**config.mk**
```make
export PLATFORM = sky130hd
export DESIGN_NAME = corr_bpred
export DESIGN_NICKNAME = d
export VERILOG_FILES = /design/src/rtl/corr_bp_pkg.sv /design/src/rtl/bp_ghist.sv /design/src/rtl/bp_ctr_table.sv /design/src/rtl/corr_bpred.sv
export SDC_FILE = /design/constraint.sdc
export NUM_CORES = 2
export LEC_CHECK = 0
export BUFFER_PORTS_ARGS = -buffer_cell sky130_fd_sc_hd__buf_4
export CAP_MARGIN = 20
export CORE_MARGIN = 2
export CORE_UTILIZATION = 50
export CTS_CLUSTER_SIZE = 25
export DETAILED_ROUTE_END_ITERATION = 8
export PLACE_DENSITY_LB_ADDON = 0.1
export SYNTH_ARGS = -nofsm -noshare
export SYNTH_HDL_FRONTEND = slang
export SYNTH_SLANG_ARGS = --single-unit
```
**constraint.sdc**
```tcl
create_clock -name clk -period 9.4 [get_ports clk]
set_input_delay 0.94 -clock clk [delete_from_list [all_inputs] [get_ports clk]]
set_output_delay 0.94 -clock clk [all_outputs]
set_load 0.01 [all_outputs]
```
**src/rtl/corr_bp_pkg.sv**
```systemverilog
package corr_bp_pkg;
  typedef logic [1:0] ctr2_t;
  localparam ctr2_t CTR_INIT = 2'd1;

  function automatic ctr2_t ctr_train(input ctr2_t c, input logic taken);
    ctr2_t n;
    if (taken) n = (c == 2'd3) ? c : c + 2'd1;
    else       n = (c == 2'd0) ? c : c - 2'd1;
    return n;
  endfunction
endpackage

```
**src/rtl/bp_ghist.sv**
```systemverilog
module bp_ghist #(
  parameter int HIST_W = 2
) (
  input  logic              clk,
  input  logic              rst,
  input  logic              shift_en,
  input  logic              bit_in,
  output logic [HIST_W-1:0] hist
);
  always_ff @(posedge clk) begin
    if (rst)           hist <= '0;
    else if (shift_en) hist <= {hist[HIST_W-2:0], bit_in};
  end

  p_hold_r8: assert property (@(posedge clk) disable iff (rst)
    !shift_en |=> $stable(hist));
  p_shift_r8: assert property (@(posedge clk) disable iff (rst)
    shift_en |=> (hist[0] == $past(bit_in)) && (hist[1] == $past(hist[0])));
endmodule

```
**src/rtl/bp_ctr_table.sv**
```systemverilog
module bp_ctr_table
  import corr_bp_pkg::*;
#(
  parameter int IDX_W = 10
) (
  input  logic             clk,
  input  logic             rst,
  input  logic [IDX_W-1:0] rd_idx,
  output logic             rd_taken,
  input  logic             wr_en,
  input  logic [IDX_W-1:0] wr_idx,
  input  logic             wr_taken
);
  localparam int DEPTH = 1 << IDX_W;

  ctr2_t mem [DEPTH];

  // Read port: registered, returns value before any same-edge write.
  always_ff @(posedge clk) begin
    if (rst) rd_taken <= 1'b0;
    else     rd_taken <= mem[rd_idx][1];
  end

  // Write port: one counter per cycle.
  always_ff @(posedge clk) begin
    if (rst) begin
      for (int i = 0; i < DEPTH; i++) mem[i] <= CTR_INIT;
    end else if (wr_en) begin
      mem[wr_idx] <= ctr_train(mem[wr_idx], wr_taken);
    end
  end

  p_sat_hi_r3: assert property (@(posedge clk) disable iff (rst)
    (wr_en && wr_taken && mem[wr_idx] == 2'd3) |=> mem[$past(wr_idx)] == 2'd3);
  p_sat_lo_r4: assert property (@(posedge clk) disable iff (rst)
    (wr_en && !wr_taken && mem[wr_idx] == 2'd0) |=> mem[$past(wr_idx)] == 2'd0);
  p_read_old_r10: assert property (@(posedge clk) disable iff (rst)
    1'b1 |=> rd_taken == $past(mem[rd_idx][1]));
  p_untouched_r7: assert property (@(posedge clk) disable iff (rst)
    (wr_en && rd_idx != wr_idx) |=> mem[$past(rd_idx)] == $past(mem[rd_idx]));
endmodule

```
**src/rtl/corr_bpred.sv**
```systemverilog
module corr_bpred #(
  parameter int PC_W       = 32,
  parameter int ALIGN_W    = 2,
  parameter int ENTRY_BITS = 8,
  parameter int HIST_W     = 2
) (
  input  logic            clk,
  input  logic            rst,
  input  logic [PC_W-1:0] lk_pc,
  output logic            lk_pred,
  input  logic            rs_valid,
  input  logic [PC_W-1:0] rs_pc,
  input  logic            rs_taken
);
  localparam int IDX_W = ENTRY_BITS + HIST_W;

  logic [HIST_W-1:0] ghist;
  logic [IDX_W-1:0]  lk_idx, rs_idx;

  assign lk_idx = {lk_pc[ALIGN_W+ENTRY_BITS-1:ALIGN_W], ghist};
  assign rs_idx = {rs_pc[ALIGN_W+ENTRY_BITS-1:ALIGN_W], ghist};

  bp_ghist #(.HIST_W(HIST_W)) u_hist (
    .clk(clk), .rst(rst), .shift_en(rs_valid), .bit_in(rs_taken), .hist(ghist)
  );

  bp_ctr_table #(.IDX_W(IDX_W)) u_tab (
    .clk(clk), .rst(rst),
    .rd_idx(lk_idx), .rd_taken(lk_pred),
    .wr_en(rs_valid), .wr_idx(rs_idx), .wr_taken(rs_taken)
  );

  p_reset_pred_r1: assert property (@(posedge clk) rst |=> !lk_pred);
endmodule

```
After elaboration in Yosys (flattened, before gate mapping)
Memories as Yosys holds them, arrays and structs flattened. A register that Yosys moved wholly into a read port is not among the register bits.
Cells that the tools add are included.
{"block": "op_classes", "n_addsub": 2, "eq_ne": 1, "mux": 13, "reduce_logical": 2}
{"op": "$mux W2", "n": 6}
{"op": "$mux W10", "n": 1}
{"op": "$mux W1", "n": 6}
{"op": "$add A2 B1 Y2 const B", "n": 1}
{"op": "$eq A2 B2 Y1 const B", "n": 1}
{"op": "$logic_not A2 Y1", "n": 1}
{"op": "$reduce_or A2 Y1", "n": 1}
{"op": "$sub A2 B1 Y2 const B", "n": 1}
{"block": "totals", "regBits": 2, "mem_bits_rw": 2048, "word_cells": 20, "mem_count": 1}
{"name": "u_tab.mem", "words": 1024, "width": 2, "read_ports": 2, "rd_clocked_by_memory_dff": 1, "write_ports": 1024, "line": "bp_ctr_table.sv:16", "source": "ctr2_t mem [DEPTH];"}

Logic depth before layout (Yosys ltp)
An unclocked memory read counts as a cell.
{"block": "logic_depth", "depth_word": 7, "depth_mapped": 18}

Modules after synthesis
A second synthesis with hierarchy kept.
{"block": "hier_totals", "cells_unflattened": 9347, "area_unflattened_um2": 114437.3}
{"module": "bp_ctr_table", "instances": 1, "cells_each": 9341, "area_each_um2": 114369.7, "seq_area_each_um2": 61519.0}
{"module": "bp_ghist", "instances": 1, "cells_each": 6, "area_each_um2": 67.6, "seq_area_each_um2": 40.0}

Least setup slack after synthesis
OpenSTA, ideal clock, no wires.
{"block": "synth_timing", "kind": "in2reg", "startpoint": "input rs_pc[2]", "endpoint": "memory u_tab.mem[526][0] (netlist bit), data pin", "setup_ps": 282, "t_arrival_ps": 3731, "slack_ps": 5386, "stages": 16, "path_cell_list": "buf_2 > buf_4 > nand4bb_1 > buf_2 > o22ai_1 > nor4_1 > nand2_1 > mux4_2 > a22o_1 > nor4_2 > maj3_1 > buf_4 > buf_6 > buf_6 > buf_6 > nand3_1"}
{"item": "start, declared", "line": "corr_bpred.sv:12", "source": "input logic [PC_W-1:0] rs_pc,"}
{"item": "end, declared", "line": "bp_ctr_table.sv:16"}

==> metrics.cfg <==
[placement]
routabilityCongestion = 0.946
hpwl_um = 256000
dpl_worst_slack_ns = 2.42
io_buffer_count = 20

[setup_path]
critPathRequiredTime_ns = 10.02
worstPathArrival_ns = 7.42
crit_path_top_delay_cell = maj3_4
r2r_cells = 13
rr_endpoint = u_tab.mem[328][1]$_SDFFCE_PN0P_
rr_startpoint = u_hist.hist[0]$_SDFFE_PP0P_
path_cells = buf_12 > buf_4 > mux2i_1 > o22ai_1 > nor2_1 > a31oi_1 > nor4_1 > o221ai_1 > nor4_2 > maj3_4 > buf_12 > buf_12 > nor3_1
critPathMaxStageDelay_ns = 0.89
critPathKind = reg2reg
end_kind = flip-flop
ff2ff_setup_slack_ns = 2.60
start_kind = flip-flop
cp_max_fo = 108
worst_path_most_repeated_cell = buf_12

[final_layout]
final_util = 0.543
layout.nets = 8110
drive_above_1_share = 0.131
layout_common_cells = edfxtp_1, nand3_1, nor3_1
layout_commonest_cell = edfxtp_1
n_fill_cell = 18000
areaGrowthSynthToFinish_pct = 8.11

[sta]
hold_ws_ns = 0.358
fin_ws_ns = 2.60
finalSetupTns_ns = 0
max_clock_freq_mhz = 147
relSlewSlack = 0.138
finalClockSkew_ns = 0.0385
finalCritPeriodShare = 0.724
slew_violations = 0
setup_viol = 0
finalHoldViolations = 0
period_minus_slack_ns = 6.80
worst_slew_pin_slew_ns = 1.29
rsz0062_at_grt = no

[route]
antenna_left = 0
drc = 0
first_pass_iters = 6
drt-initial-drc-count = 15100
wl_per_cell_um = 40.9
wl_um = 453000
vias_per_cell = 7.53
via_count = 83400

[clock_tree]
path_clk_slew_ns = 0.06
holdBufCountCts = 0
htree_levels = 4
clk_latency_ns = 0.92
cts_tree = done
root_buffer = clkbuf_16
cts_buffer_depth = 3
numClockSinks = 2051
cts_resized = 0
post_cts_buffers = 0
cts_buffers = 221

[yosys]
synth_cells = 8698
async_flop_share = 0
ys_ff_latch = 2051
synth_compound_area_frac = 0.104
syn-num-nets = 8766
ys_seq_area_frac = 0.571
avgSynthCellArea_um2 = 12.4
yosys.area_share.simple = 0.121
synth_fa_ha_area_frac = 0.000197
synth_mux_area_frac = 0.147
ys.flop_type = edfxtp_1
ys_warn_count = 0
synth_edf_count = 2048
synth_top_family_by_area = multiplexers
netlist_area_um2 = 108000
synth-xor-area-share = 0
ys_types = 68

[die]
core-area_um2 = 215000
die_h_um = 468
initial_utilization = 0.503
rows = 170
ioPinCount = 69
die_w_um = 468
die_area_um2 = 219000

[grt]
grt_pass1_vias = 78000
antenna_found_initial = 46
grt_pass1_wl_um = 620000
grt_remaining_overflow = 0
grt_start_max_net_pins = 187
grt_usage = 0.405

[power]
peakVddDrop_mv = 0.222
power_leakage_uw = 0.0351
p_total_uw = 21600
p_per_area_nw_per_um2 = 185

[outcome]
status = finished clean

[worst_hold_path]
min_to = u_hist.hist[0]$_SDFFE_PP0P_
holdPathStages = 3
hold_start = rs_taken
hold_path_class = in2reg

[flow_run]
cap_violations = 0

[synthesized netlist by cell type, types with 3 or more instances]
cell | n | area [µm²]
a211oi_1 | 10 | 75.1
a21o_1 | 632 | 4740
a21oi_1 | 22 | 110
a22o_1 | 3 | 26.3
a22oi_1 | 14 | 105
a31o_2 | 4 | 35.0
a31oi_1 | 10 | 62.6
a41oi_1 | 4 | 35.0
and3_1 | 7 | 43.8
buf_1 | 32 | 120
buf_2 | 283 | 1420
buf_4 | 62 | 465
buf_6 | 126 | 1420
clkbuf_1 | 723 | 2710
dfxtp_1 | 3 | 60.1
edfxtp_1 | 2048 | 61500
inv_1 | 6 | 22.5
mux2_2 | 7 | 78.8
mux2i_1 | 1001 | 10000
mux4_2 | 254 | 5720
nand2_1 | 124 | 465
nand2b_1 | 31 | 194
nand3_1 | 1036 | 5180
nand3b_1 | 4 | 30.0
nand4_1 | 36 | 225
nand4b_2 | 3 | 45.0
nand4bb_1 | 6 | 67.6
nor2_1 | 134 | 503
nor2b_1 | 10 | 62.6
nor3_1 | 1026 | 5130
nor3_2 | 17 | 170
nor3b_1 | 4 | 30.0
nor4_1 | 105 | 657
o2111ai_1 | 15 | 131
o211ai_1 | 3 | 22.5
o21ai_0 | 32 | 160
o21bai_1 | 377 | 2830
o221ai_1 | 6 | 52.6
o22a_1 | 13 | 114
o22ai_1 | 418 | 2620
or2_2 | 6 | 37.5
[cell families after synthesis]
family	count (synthesis)
AND/OR/NAND/NOR	2568
flip-flops	2051
AO/OA/AOI/OAI	1580
multiplexers	1262
buffers and inverters	1235
adder cells (fa/ha/maj)	2
[stage by stage]
stage	cells	area [µm²]
4_1_cts	11000	116000
6_report	11100	117000
5_1_grt	11100	117000
2_1_floorplan	8698	108000
3_5_place_dp	10600	109000
3_3_place_gp	10600	109000
[how the worst max path moves through the flow]
| stage | startpoint | to | slack, ns | cells past startpoint |
|---|---|---|---|---|
| 3_3_place_gp | rs_pc[3] | u_tab.mem[482][1]$_SDFFCE_PN0P_ | 2.36 | 13 |
| 2_1_floorplan | rs_pc[2] | u_tab.mem[526][0]$_SDFFCE_PN1P_ | 5.39 | 16 |
| 5_1_grt | u_hist.hist[0]$_SDFFE_PP0P_ | u_tab.mem[117][0]$_SDFFCE_PN1P_ | 2.49 | 12 |
| 3_5_place_dp | rs_pc[4] | u_tab.mem[329][1]$_SDFFCE_PN0P_ | 2.42 | 13 |
| 6_report | u_hist.hist[0]$_SDFFE_PP0P_ | u_tab.mem[328][1]$_SDFFCE_PN0P_ | 2.60 | 13 |
| 4_1_cts | u_hist.hist[0]$_SDFFE_PP0P_ | u_tab.mem[329][1]$_SDFFCE_PN0P_ | 2.71 | 13 |
[sequential cells by signal, summed over array words and instances, names as in the netlist]
name,count
u_tab.rd_taken,1
u_hist.hist,2
u_tab.mem,2048
[metal layers]
layer / share of wire / track usage / wire (µm) / vias up
li1: - / - / - / 32600
met5: 0.0010 / 0.00779 / 475 / -
met1: 0.35 / 0.540 / 159000 / 42100
met3: 0.15 / 0.114 / 66300 / 1544
met2: 0.43 / 0.581 / 194000 / 7090
met4: 0.073 / 0.255 / 33000 / 32
[where the power goes]
part | internal (µW) | switching, µW
Combinational | 681 | 1880
Sequential | 10200 | 78.6
Clock | 4980 | 3790
[critical path: cells and delay by family (launching register included)]
| family | cells | cell delay (ns) |
|---|---|---|
| simple gates | 4 | 1.33 |
| buf+inv | 4 | 2.01 |
| mux | 1 | 0.50 |
| compound gates | 3 | 0.62 |
| flops | 1 | 0.84 |
| fa+ha+maj | 1 | 0.89 |
[area by class of cell]
cell class | count | area (µm²) | area share
diodes | 23 | 57.6 | 0.000494
clock buffers | 283 | 5850 | 0.0502
clock inverters | 119 | 1160 | 0.00996
inverters | 8 | 30.0 | 0.000258
multi-input cells | 5412 | 41100 | 0.352
flip-flops and latches | 2051 | 61600 | 0.528
well taps | 2838 | 3550 | 0.0305
repair buffers | 348 | 3290 | 0.0282
(Power assumes the default switching activity.)
